[src/rtl/msr_upd_pkg.sv]
package msr_upd_pkg;
  localparam int XLEN = 64;

  typedef enum logic [1:0] {
    OP_NONE  = 2'b00,
    OP_MTMSR = 2'b01,
    OP_RFI   = 2'b10,
    OP_RSVD  = 2'b11
  } msr_op_e;

  // MSB-0 field positions
  localparam int B_TS_HI = 29;
  localparam int B_TS_LO = 31;
  localparam int B_EE    = 48;
  localparam int B_PR    = 49;
  localparam int B_FP    = 50;
  localparam int B_FE0   = 52;
  localparam int B_TE_HI = 53;
  localparam int B_TE_LO = 54;
  localparam int B_UND   = 56;
  localparam int B_IR    = 58;
  localparam int B_DR    = 59;
  localparam int B_PMM   = 61;
  localparam int B_RI    = 62;

  function automatic int le(input int b);
    return XLEN - 1 - b;
  endfunction

  // mask for MSB-0 span a..b inclusive
  function automatic logic [XLEN-1:0] span(input int a, input int b);
    logic [XLEN-1:0] m;
    m = '0;
    for (int i = a; i <= b; i++) m[le(i)] = 1'b1;
    return m;
  endfunction

  localparam logic [XLEN-1:0] TRAP_CLR_MASK =
      span(B_IR, B_IR) | span(B_DR, B_DR) | span(B_FE0, B_FE0) |
      span(B_FP, B_FP) | span(B_PMM, B_PMM) | span(B_UND, B_UND) |
      span(B_TE_HI, B_TE_LO);

  // full-update copy region, merged bits included
  localparam logic [XLEN-1:0] MT_COPY_MASK = span(32, 50) | span(52, 62);
  localparam logic [XLEN-1:0] TS_MASK      = span(B_TS_HI, B_TS_LO);
  localparam logic [XLEN-1:0] MT_PART_MASK = span(B_EE, B_EE) | span(B_RI, B_RI);
endpackage

[src/rtl/msr_trap_clear.sv]
module msr_trap_clear
  import msr_upd_pkg::*;
(
  input  logic [XLEN-1:0] msr_i,
  output logic [XLEN-1:0] msr_o
);
  // same pattern for every trap vector
  assign msr_o = msr_i & ~TRAP_CLR_MASK;
endmodule

[src/rtl/msr_pr_merge.sv]
module msr_pr_merge
  import msr_upd_pkg::*;
(
  input  logic [XLEN-1:0] val_i,
  output logic [XLEN-1:0] val_o
);
  localparam int NMERGE = 3;
  localparam int MERGE_BITS [NMERGE] = '{B_EE, B_IR, B_DR};

  logic pr;
  assign pr = val_i[le(B_PR)];

  for (genvar b = 0; b < XLEN; b++) begin : g_bit
    logic hit;
    always_comb begin
      hit = 1'b0;
      for (int k = 0; k < NMERGE; k++)
        if (le(MERGE_BITS[k]) == b) hit = 1'b1;
    end
    assign val_o[b] = val_i[b] | (hit & pr);
  end
endmodule

[src/rtl/msr_mtmsr_path.sv]
module msr_mtmsr_path
  import msr_upd_pkg::*;
(
  input  logic            l_i,
  input  logic [XLEN-1:0] msr_i,
  input  logic [XLEN-1:0] src_i,
  input  logic [XLEN-1:0] srr_i,
  output logic [XLEN-1:0] msr_o
);
  localparam int TS_H = XLEN - 1 - B_TS_HI;
  localparam int TS_L = XLEN - 1 - B_TS_LO;

  logic [XLEN-1:0] src_m;
  logic            keep_ts;
  logic [XLEN-1:0] full_v, ts_mask;

  msr_pr_merge u_merge (.val_i(src_i), .val_o(src_m));

  assign keep_ts = (msr_i[TS_H:TS_L] != 3'b010) || (srr_i[TS_H:TS_L] != 3'b000);
  assign ts_mask = keep_ts ? '0 : TS_MASK;
  assign full_v  = (msr_i & ~(MT_COPY_MASK | ts_mask)) |
                   (src_m & MT_COPY_MASK) | (src_i & ts_mask);

  always_comb begin
    if (l_i) msr_o = (msr_i & ~MT_PART_MASK) | (src_i & MT_PART_MASK);
    else     msr_o = full_v;
  end
endmodule

[src/rtl/msr_update_unit.sv]
module msr_update_unit
  import msr_upd_pkg::*;
(
  input  logic            clk_i,
  input  logic            rst_ni,
  input  logic [1:0]      op_i,
  input  logic            l_i,
  input  logic            trap_i,
  input  logic [63:0]     msr_i,
  input  logic [63:0]     src_i,
  input  logic [63:0]     srr_i,
  output logic [63:0]     msr_o,
  output logic            msr_valid_o,
  output logic            nia_valid_o
);
  msr_op_e         op;
  logic [XLEN-1:0] trap_v, mt_v, rfi_v, nxt;
  logic            upd, nia;

  assign op = msr_op_e'(op_i);

  msr_trap_clear u_trap  (.msr_i(msr_i), .msr_o(trap_v));
  msr_mtmsr_path u_mtmsr (.l_i(l_i), .msr_i(msr_i), .src_i(src_i),
                          .srr_i(srr_i), .msr_o(mt_v));
  msr_pr_merge   u_rfi   (.val_i(srr_i), .val_o(rfi_v));

  always_comb begin
    nxt = msr_o;
    upd = 1'b0;
    nia = 1'b0;
    if (trap_i) begin
      nxt = trap_v; upd = 1'b1; nia = 1'b1;
    end else begin
      unique case (op)
        OP_MTMSR: begin nxt = mt_v;  upd = 1'b1; end
        OP_RFI:   begin nxt = rfi_v; upd = 1'b1; nia = 1'b1; end
        default:  ;
      endcase
    end
  end

  always_ff @(posedge clk_i or negedge rst_ni) begin
    if (!rst_ni) begin
      msr_o       <= '0;
      msr_valid_o <= 1'b0;
      nia_valid_o <= 1'b0;
    end else begin
      msr_o       <= nxt;
      msr_valid_o <= upd;
      nia_valid_o <= nia;
    end
  end

  p_trap_clear_r2: assert property (@(posedge clk_i) disable iff (!rst_ni)
    trap_i |=> msr_valid_o && nia_valid_o &&
               ((msr_o & TRAP_CLR_MASK) == '0) &&
               ((msr_o & ~TRAP_CLR_MASK) == ($past(msr_i) & ~TRAP_CLR_MASK)));

  p_pr_merge_r4: assert property (@(posedge clk_i) disable iff (!rst_ni)
    (!trap_i && op_i == 2'b01 && !l_i && src_i[le(B_PR)]) |=>
      msr_o[le(B_EE)] && msr_o[le(B_IR)] && msr_o[le(B_DR)]);

  p_l1_only_r7: assert property (@(posedge clk_i) disable iff (!rst_ni)
    (!trap_i && op_i == 2'b01 && l_i) |=>
      msr_valid_o && !nia_valid_o &&
      ((msr_o & ~MT_PART_MASK) == ($past(msr_i) & ~MT_PART_MASK)));

  p_rfi_valids_r8: assert property (@(posedge clk_i) disable iff (!rst_ni)
    (!trap_i && op_i == 2'b10) |=> msr_valid_o && nia_valid_o);

  p_idle_hold_r9: assert property (@(posedge clk_i) disable iff (!rst_ni)
    (!trap_i && (op_i == 2'b00 || op_i == 2'b11)) |=>
      !msr_valid_o && !nia_valid_o && $stable(msr_o));
endmodule

[config.mk]
export PLATFORM = sky130hd
export DESIGN_NAME = msr_update_unit
export DESIGN_NICKNAME = d
export VERILOG_FILES = /design/src/rtl/msr_upd_pkg.sv /design/src/rtl/msr_trap_clear.sv /design/src/rtl/msr_pr_merge.sv /design/src/rtl/msr_mtmsr_path.sv /design/src/rtl/msr_update_unit.sv
export SDC_FILE = /design/constraint.sdc
export NUM_CORES = 1
export LEC_CHECK = 0
export ABC_AREA = 1
export ABC_CLOCK_PERIOD_IN_PS = 800
export BUFFER_PORTS_ARGS = -buffer_cell sky130_fd_sc_hd__buf_2
export CORE_AREA = 3 3 101 103
export CTS_CLUSTER_DIAMETER = 30
export CTS_CLUSTER_SIZE = 30
export DETAILED_ROUTE_END_ITERATION = 10
export DIE_AREA = 0 0 104 106
export PLACE_DENSITY = 0.81
export SLEW_MARGIN = 10
export SYNTH_ARGS = -nofsm -noshare
export SYNTH_HDL_FRONTEND = slang
export SYNTH_SLANG_ARGS = --single-unit
[constraint.sdc]
create_clock -name clk_i -period 0.8 [get_ports clk_i]
set_clock_uncertainty 0.15 [all_clocks]
set_input_delay 0.12 -clock clk_i [delete_from_list [all_inputs] [get_ports clk_i]]
set_output_delay 0.12 -clock clk_i [all_outputs]
set_load 0.05 [all_outputs]
==> results by group, run 1 <==
Run status
  • Outcome: finished, violations left
  • Failing checks: hold timing, setup timing

Logic synthesis
  • Syn Area/Cell: 7.627 um^2
  • Cells after Synth: 469
  • Post-synth EDFFs: 0
  • Synth Register Bits: 66
  • Netlist cell types: 22
  • Fraction of registers with async set or reset after synthesis: 100.0%
  • Main synth FF type: dfrtp_1
  • Syn_nets: 669
  • Mapped Area: 3577 um^2
  • Synth warn: 0
  • Seq/Total Area, Yosys: 46.17%

STA
  • Final min period: 1.255 ns
  • Final setup viols: 131
  • Hold Fails Final Rpt: 64
  • Unrepaired setup endpoints after global routing: true
  • Fin Hold WS: -0.1325 ns
  • Period utilization: 156.8%
  • Final WS setup: -0.4546 ns
  • Max transition margin: 79.65%
  • Max-slew violation count: 0
  • Fmax achieved: 797.1 MHz
  • Slew at the pin closest to its max-slew limit: 0.3052 ns

CTS
  • Clk Latency, worst-skew pair: 0.34 ns
  • CTS Hold Bufs: 9
  • H-Tree Depth: 3
  • Num CTS Buffers: 9
  • CTS Sinks: 66
  • Worst-path clk slew: 0.08 ns
  • Root buf cell: clkbuf_8
  • CTS tree: built
  • Clock Path Buffers: 2

Route
  • Final WL: 18000 um
  • Drt drc: 0
  • Vias: 4945
  • Router iterations before antenna repair: 5
  • Wirelength per Cell: 19.46 um
  • Remaining antenna violation count after routing: 0
  • Via density: 5.346
  • Initial DRC Count: 277

Die
  • Die X: 104 um
  • Std-Cell Rows: 35
  • IO Count: 264
  • Die span in y: 106 um
  • Core footprint: 9284 um^2
  • Starting Density: 38.53%
  • Die area: 11020 um^2

Place
  • Dpl ws: -0.7232 ns
  • Cell count after placement: 831
  • PortBufs: 232
  • DP Wirelength: 9670 um
  • Final GP Congestion: 0.8193

Worst setup path
  • Crit path DAT: 1.36 ns
  • Critical path peak fanout: 5
  • CP most frequent cell: buf_12
  • Nature of the critical path endpoint: flop
  • Crit path cell chain: buf_8, inv_8, ha_4, buf_12, nor2_8, buf_12, buf_12, inv_12, nor2_1, o21ai_0, a31oi_1
  • CP Class: input port to flop
  • Startpoint Class: input port
  • Critical-path top delay cell: ha_4
  • Crit path largest cell delay: 0.16 ns
  • Worst endpoint required time: 0.90 ns

Finish
  • Share of layout cells above drive strength 1: 68.09%
  • Area delta synth->final: 113.0%
  • Fin cells: 925
  • Final core occ: 82.08%
  • Antenna cell count: 0
  • Nets: 991

Power and ir drop
  • Peak supply drop: 0.001230 V
  • Tot Pwr: 12.86 mW
  • PD cells: 1688 nW/um^2
  • LEAKAGE: 3.438 nW

Global route
  • Vias in the first global route: 4985
  • First-pass GRT wire length: 25540 um
  • Remaining global-route overflow: 0
  • GRT Overall Usage: 29.51%
  • Antenna violations before repair: 0
  • Largest net degree at the start of global routing: 39

Hold path
  • Min-Delay Path Class: input port to flop

Flow run
  • Maxcap violations: 0
[cells in the mapped netlist, types with 2 or more instances]
cell | n | area (um^2)
nor2_1 | 99 | 371.6
buf_4 | 10 | 75.07
or2_2 | 5 | 31.28
dfrtp_1 | 66 | 1652
nand3_1 | 2 | 10.01
inv_2 | 4 | 15.01
nor2_8 | 2 | 40.04
inv_1 | 13 | 48.80
a31oi_1 | 56 | 350.3
ha_1 | 2 | 25.02
a21oi_1 | 32 | 160.2
buf_2 | 13 | 65.06
buf_6 | 5 | 56.30
o211ai_1 | 9 | 67.56
nand2_1 | 121 | 454.2
o21ai_0 | 20 | 100.1
clkbuf_1 | 5 | 18.77
[state kept, by name, indices dropped and copies added (netlist names)]
name	cells
msr_o	64
nia_valid_o	1
msr_valid_o	1
[report_power, final]
group          switching [mW]  internal [mW]
Sequential              0.406           3.82
Combinational            3.22           2.49
Clock                    1.40           1.53
[path summary, 6_finish.rpt]
kind                            from        end  slack [ns]  cells past startpoint
setup / recovery             op_i[0]  msr_o[29]       -0.45                     11
hold / removal             srr_i[10]  msr_o[10]       -0.13                      3
setup reg to reg           msr_o[47]  msr_o[47]       -0.37                      4
hold reg to reg            msr_o[32]  msr_o[32]        0.36                      2
max in group asynchronous     rst_ni  msr_o[61]        0.08                      3
min in group asynchronous     rst_ni  msr_o[28]        0.17                      3
[area by class of cell]
cell class | count | area [um^2]
Inverter | 17 | 117.6
Clock buffer | 10 | 137.6
Sequential cell | 66 | 1734
Clock inverter | 6 | 65.06
Fill cell | 530 | 1664
Tap cell | 129 | 161.4
Timing Repair inverter | 2 | 27.53
Multi-Input combinational cell | 353 | 2331
Timing Repair Buffer | 342 | 3045
[metal layers]
layer  global-route usage, %  wire [um]  up-vias
li1                        -          -     2209
met1                   32.56       6367     2311
met2                   53.57       9326      358
met3                   7.286       1562       67
met4                   13.39        742        0
met5                       0          0        -
[logic make-up (layout without fill, tap and decap cells)]
kind of cell | Yosys count | count (layout) | synth area share [%]
compound gates | 118 | 118 | 19.10
fa+ha+maj | 2 | 2 | 0.6994
buf+inv | 50 | 377 | 7.800
flops | 66 | 66 | 46.17
simple gates | 233 | 233 | 26.23
[cells in the final DEF, fill, tap and decap left out, drive strengths merged]
cell,netlist,routed
nand3b,1,1
nor2,101,101
nand2,122,122
clkbuf,5,13
o211ai,9,9
clkinv,0,4
dfrtp,66,66
a31oi,56,56
ha,2,2
o21ai,21,21
inv,17,19
buf,28,330
bufinv,0,1
or2,6,6
a21oi,32,32
dlygate4sd3,0,9
nand4,1,1
nand3,2,2
clkinvlp,0,1
[worst max-delay path: cells and delay by family]
kind            cells  cell delay, ns
fa+ha+maj           1            0.16
compound gates      2            0.24
buf+inv             6            0.57
simple gates        2            0.28
[through the flow]
step                TNS, ns  instance area [um^2]
finish               -50.44                  7620
global route         -54.05                  7620
CTS                  -47.16                  7077
detailed placement   -44.14                  5172
global placement     -40.81                  5172
floorplan            -21.59                  3730
[repair_timing]
item / 4_1_cts / 5_1_grt
resized for setup: 278 / 101
setup buffers: 34 / 23
setup endpoints to repair: 130 / 131
gates cloned: 19 / 4
pin swaps: 34 / 31
endpoints found under the hold margin: 130 / 64
Note: power is estimated with default switching activity, not from simulation.
==> run 2, diff against run 1 <==
--- a/config.mk
+++ b/config.mk
@@ -8,12 +8,12 @@
 export ABC_AREA = 1
 export ABC_CLOCK_PERIOD_IN_PS = 800
 export BUFFER_PORTS_ARGS = -buffer_cell sky130_fd_sc_hd__buf_2
-export CORE_AREA = 3 3 101 103
+export CORE_MARGIN = 3
+export CORE_UTILIZATION = 36
 export CTS_CLUSTER_DIAMETER = 30
 export CTS_CLUSTER_SIZE = 30
 export DETAILED_ROUTE_END_ITERATION = 10
-export DIE_AREA = 0 0 104 106
-export PLACE_DENSITY = 0.81
+export PLACE_DENSITY = 0.78
 export SLEW_MARGIN = 10
 export SYNTH_ARGS = -nofsm -noshare
 export SYNTH_HDL_FRONTEND = slang
==> run 2 against run 1 <==
- the flow still finishes with violations (hold timing, setup timing)
- sequential share of layout area up 0.96 points
- clock power rose by 7.8%
- flip-flop and latch count unchanged
- core utilization fell by 4.8 points
- first-iteration DRC count is 28% higher
- sequential power fell by 0.9%
- critical path depth did not move
- global-route usage shrank 1.7 points
- worst hold slack better by 0.0055 ns
- setup slack worse by 0.014 ns
- highest routed layer is now met5
==> results by group, run 2 (synthesized netlist as in run 1, its figures left out) <==
Run status
  • Outcome: finished, violations left
  • Failing checks: hold timing, setup timing

CTS
  • CTS Sinks: 66 (unchanged)
  • Clk Latency, worst-skew pair: 0.33 ns (about the same)
  • Clock Path Buffers: 2 (unchanged)
  • H-Tree Depth: 3 (unchanged)
  • Root buf cell: clkbuf_8
  • Worst-path clk slew: 0.08 ns (about the same)
  • CTS Hold Bufs: 3 (-6)
  • CTS tree: built
  • Num CTS Buffers: 9 (unchanged)

Route
  • Via density: 5.325 (-0.40%)
  • Router iterations before antenna repair: 5 (unchanged)
  • Remaining antenna violation count after routing: 0 (unchanged)
  • Post-Route M1 WL: 6333 um (-0.53%)
  • Initial DRC Count: 355 (+28%)
  • Routed wl met3: 1377 um (-12%)
  • Drt drc: 0 (unchanged)
  • DR top layer: met5
  • Final WL: 17100 um (-5.0%)
  • Met2 routed WL: 8744 um (-6.2%)
  • Vias: 4840 (-2.1%)
  • Wirelength per Cell: 18.82 um (-3.3%)

Place
  • DP Wirelength: 9911 um (+2.5%)
  • PortBufs: 232 (unchanged)
  • Final GP Congestion: 0.8246 (+0.65%)
  • Cell count after placement: 831 (unchanged)

Power and ir drop
  • Tot Pwr: 12.78 mW (-0.66%)
  • Int Power: 8.034 mW (+2.5%)
  • PD cells: 1748 nW/um^2 (+3.5%)
  • Switching Share: 37.13% (-1.9 points)
  • Clock share of power: 24.7% (+1.9 points)
  • Sequential share of power: 32.8% (about the same)
  • LEAKAGE: 3.390 nW (-1.4%)
  • Comb power frac: 42.5% (-1.8 points)
  • Peak supply drop: 0.001177 V (-4.3%)
  • Net load switching power: 4.745 mW (-5.6%)

Finish
  • Largest register FFs: 64 (unchanged)
  • Nets: 974 (-1.7%)
  • Fin cells: 909 (-1.7%)
  • Largest register by flop count: msr_o
  • Most frequent cells in the layout: buf_2 (164), nand2_1 (86), buf_6 (75)
  • Most common cell after layout, fill and taps aside: buf_2
  • Share of layout cells above drive strength 1: 65.73% (-2.4 points)
  • Largest regs: msr_o: 64 flops, msr_valid_o: 1 flops, nia_valid_o: 1 flops
  • Area delta synth->final: 104.4%

Die
  • Core footprint: 9459 um^2 (+1.9%)
  • Die span in y: 105.7 um (-0.30%)
  • Std-Cell Rows: 35 (unchanged)
  • Starting Density: 37.82% (-0.71 points)
  • Die area: 11170 um^2 (+1.3%)
  • Die X: 105.7 um (+1.6%)
  • IO Count: 264 (unchanged)

Worst setup path
  • Nature of the critical path endpoint: flop
  • CP most frequent cell: buf_12
  • Crit path DAT: 1.33 ns (-0.03 ns)
  • Critical path peak fanout: 8 (+3)
  • Crit path max-delay family: buffers and inverters
  • Worst endpoint required time: 0.86 ns (-0.04 ns)
  • CP Class: input port to flop
  • Setup crit start: op_i[0]
  • Bufs and invs on worst path: 6 (unchanged)
  • Critical-path top delay cell: ha_4
  • Startpoint Class: input port
  • Worst r2r src: msr_o[57]
  • Crit path cell chain: buf_8, inv_8, ha_4, nor2_8, buf_12, nand2_8, buf_12, buf_8, buf_12, nor2_1, a31oi_1
  • Crit path largest cell delay: 0.17 ns (about the same)

STA
  • Fmax achieved: 788.0 MHz (-1.1%)
  • Hold Fails Final Rpt: 64 (unchanged)
  • Final setup viols: 131 (unchanged)
  • Max transition margin: 74.94% (-4.7 points)
  • Final min period: 1.269 ns (+0.01441 ns)
  • Unrepaired setup endpoints after global routing: true
  • TNS Setup: -46.95 ns (+3.486 ns)
  • Period utilization: 158.6% (+1.8 points)
  • Max-slew violation count: 0 (unchanged)
  • Slew at the pin closest to its max-slew limit: 0.3758 ns (+0.07060 ns)
  • Final WS setup: -0.4690 ns (-0.01441 ns)
  • Fin Hold WS: -0.1270 ns (+0.005537 ns)

Hold path
  • Worst Min Path Start: srr_i[51]
  • Min-Delay Path Class: input port to flop

Global route
  • GRT Overall Usage: 27.81% (-1.7 points)
  • Remaining global-route overflow: 0 (unchanged)
  • Antenna violations before repair: 2 (+2)
  • First-pass GRT wire length: 24610 um (-3.7%)
  • Vias in the first global route: 4915 (-1.4%)
  • Largest net degree at the start of global routing: 37 (-5.1%)

Flow run
  • Maxcap violations: 0 (unchanged)
run 2: cell types whose count changed in the layout (fill, tap and decap cells not counted), sizes merged:
cell,before,now
diode,0,1
dlygate4sd3,9,3
bufinv,1,2
buf,330,321
clkinv,4,2
inv,19,17
clkbuf,13,14
run 2: final cells by class:
cell class | count | area [um^2]
Clock buffer | 11 | 141.4
Multi-Input combinational cell | 353 | 2085
Tap cell | 129 | 161.4
Sequential cell | 66 | 1734
Inverter | 17 | 110.1
Clock inverter | 5 | 77.57
Timing Repair Buffer | 327 | 2999
Antenna cell | 1 | 2.502
Fill cell | 611 | 2148
run 2: timing repair:
action | CTS | global route
buffers inserted | 24 | 20
resized for setup | 265 | 56
pin swaps | 52 | 19
setup endpoints to repair | 130 | 131
gates cloned | 15 | 3
hold endpoints to repair | 131 | 64
run 2: per-layer routing:
| metal | track usage (%) | vias to the layer above |
|---|---|---|
| met3 | 6.552 | 58 |
| li1 | - | 2186 |
| met4 | 12.67 | 2 |
| met2 | 48.77 | 303 |
| met5 | 0 | - |
| met1 | 32.04 | 2291 |
run 2: tightest hold or removal path, stage by stage:
cell	delay [ns]
buf_2	0.09
nand2_1	0.05
a31oi_1	0.06
run 2: power groups by stage:
stage	Combinational, mW	Clock [mW]	Sequential [mW]
3_5_place_dp	3.73	0	4.10
2_1_floorplan	0.935	0	5.57
5_1_grt	5.70	3.37	4.23
6_report	5.44	3.16	4.19
3_3_place_gp	3.66	0	4.09
4_1_cts	4.97	3.21	4.16
run 2: worst paths after layout:
| check | end | slack, ns | cells after the start |
|---|---|---|---|
| hold / removal | msr_o[51] | -0.13 | 3 |
| min in group asynchronous | msr_o[39] | 0.16 | 3 |
| setup / recovery | msr_o[47] | -0.47 | 11 |
| hold reg to reg | msr_o[15] | 0.38 | 2 |
| setup reg to reg | msr_o[57] | -0.31 | 4 |
| max in group asynchronous | msr_o[10] | 0.10 | 3 |
run 2: stage by stage:
step	util, %	worst slack (ns)	hold slack, ns	area, um^2
after floorplan	-	-0.3484	-0.3256	3730
after global placement	54.95	-0.6006	-0.01175	5197
after detailed placement	54.95	-0.6751	-0.001174	5197
after CTS	72.82	-0.4095	-0.1389	6888
after global routing	77.29	-0.4571	-0.1313	7311
final	77.29	-0.4690	-0.1270	7311
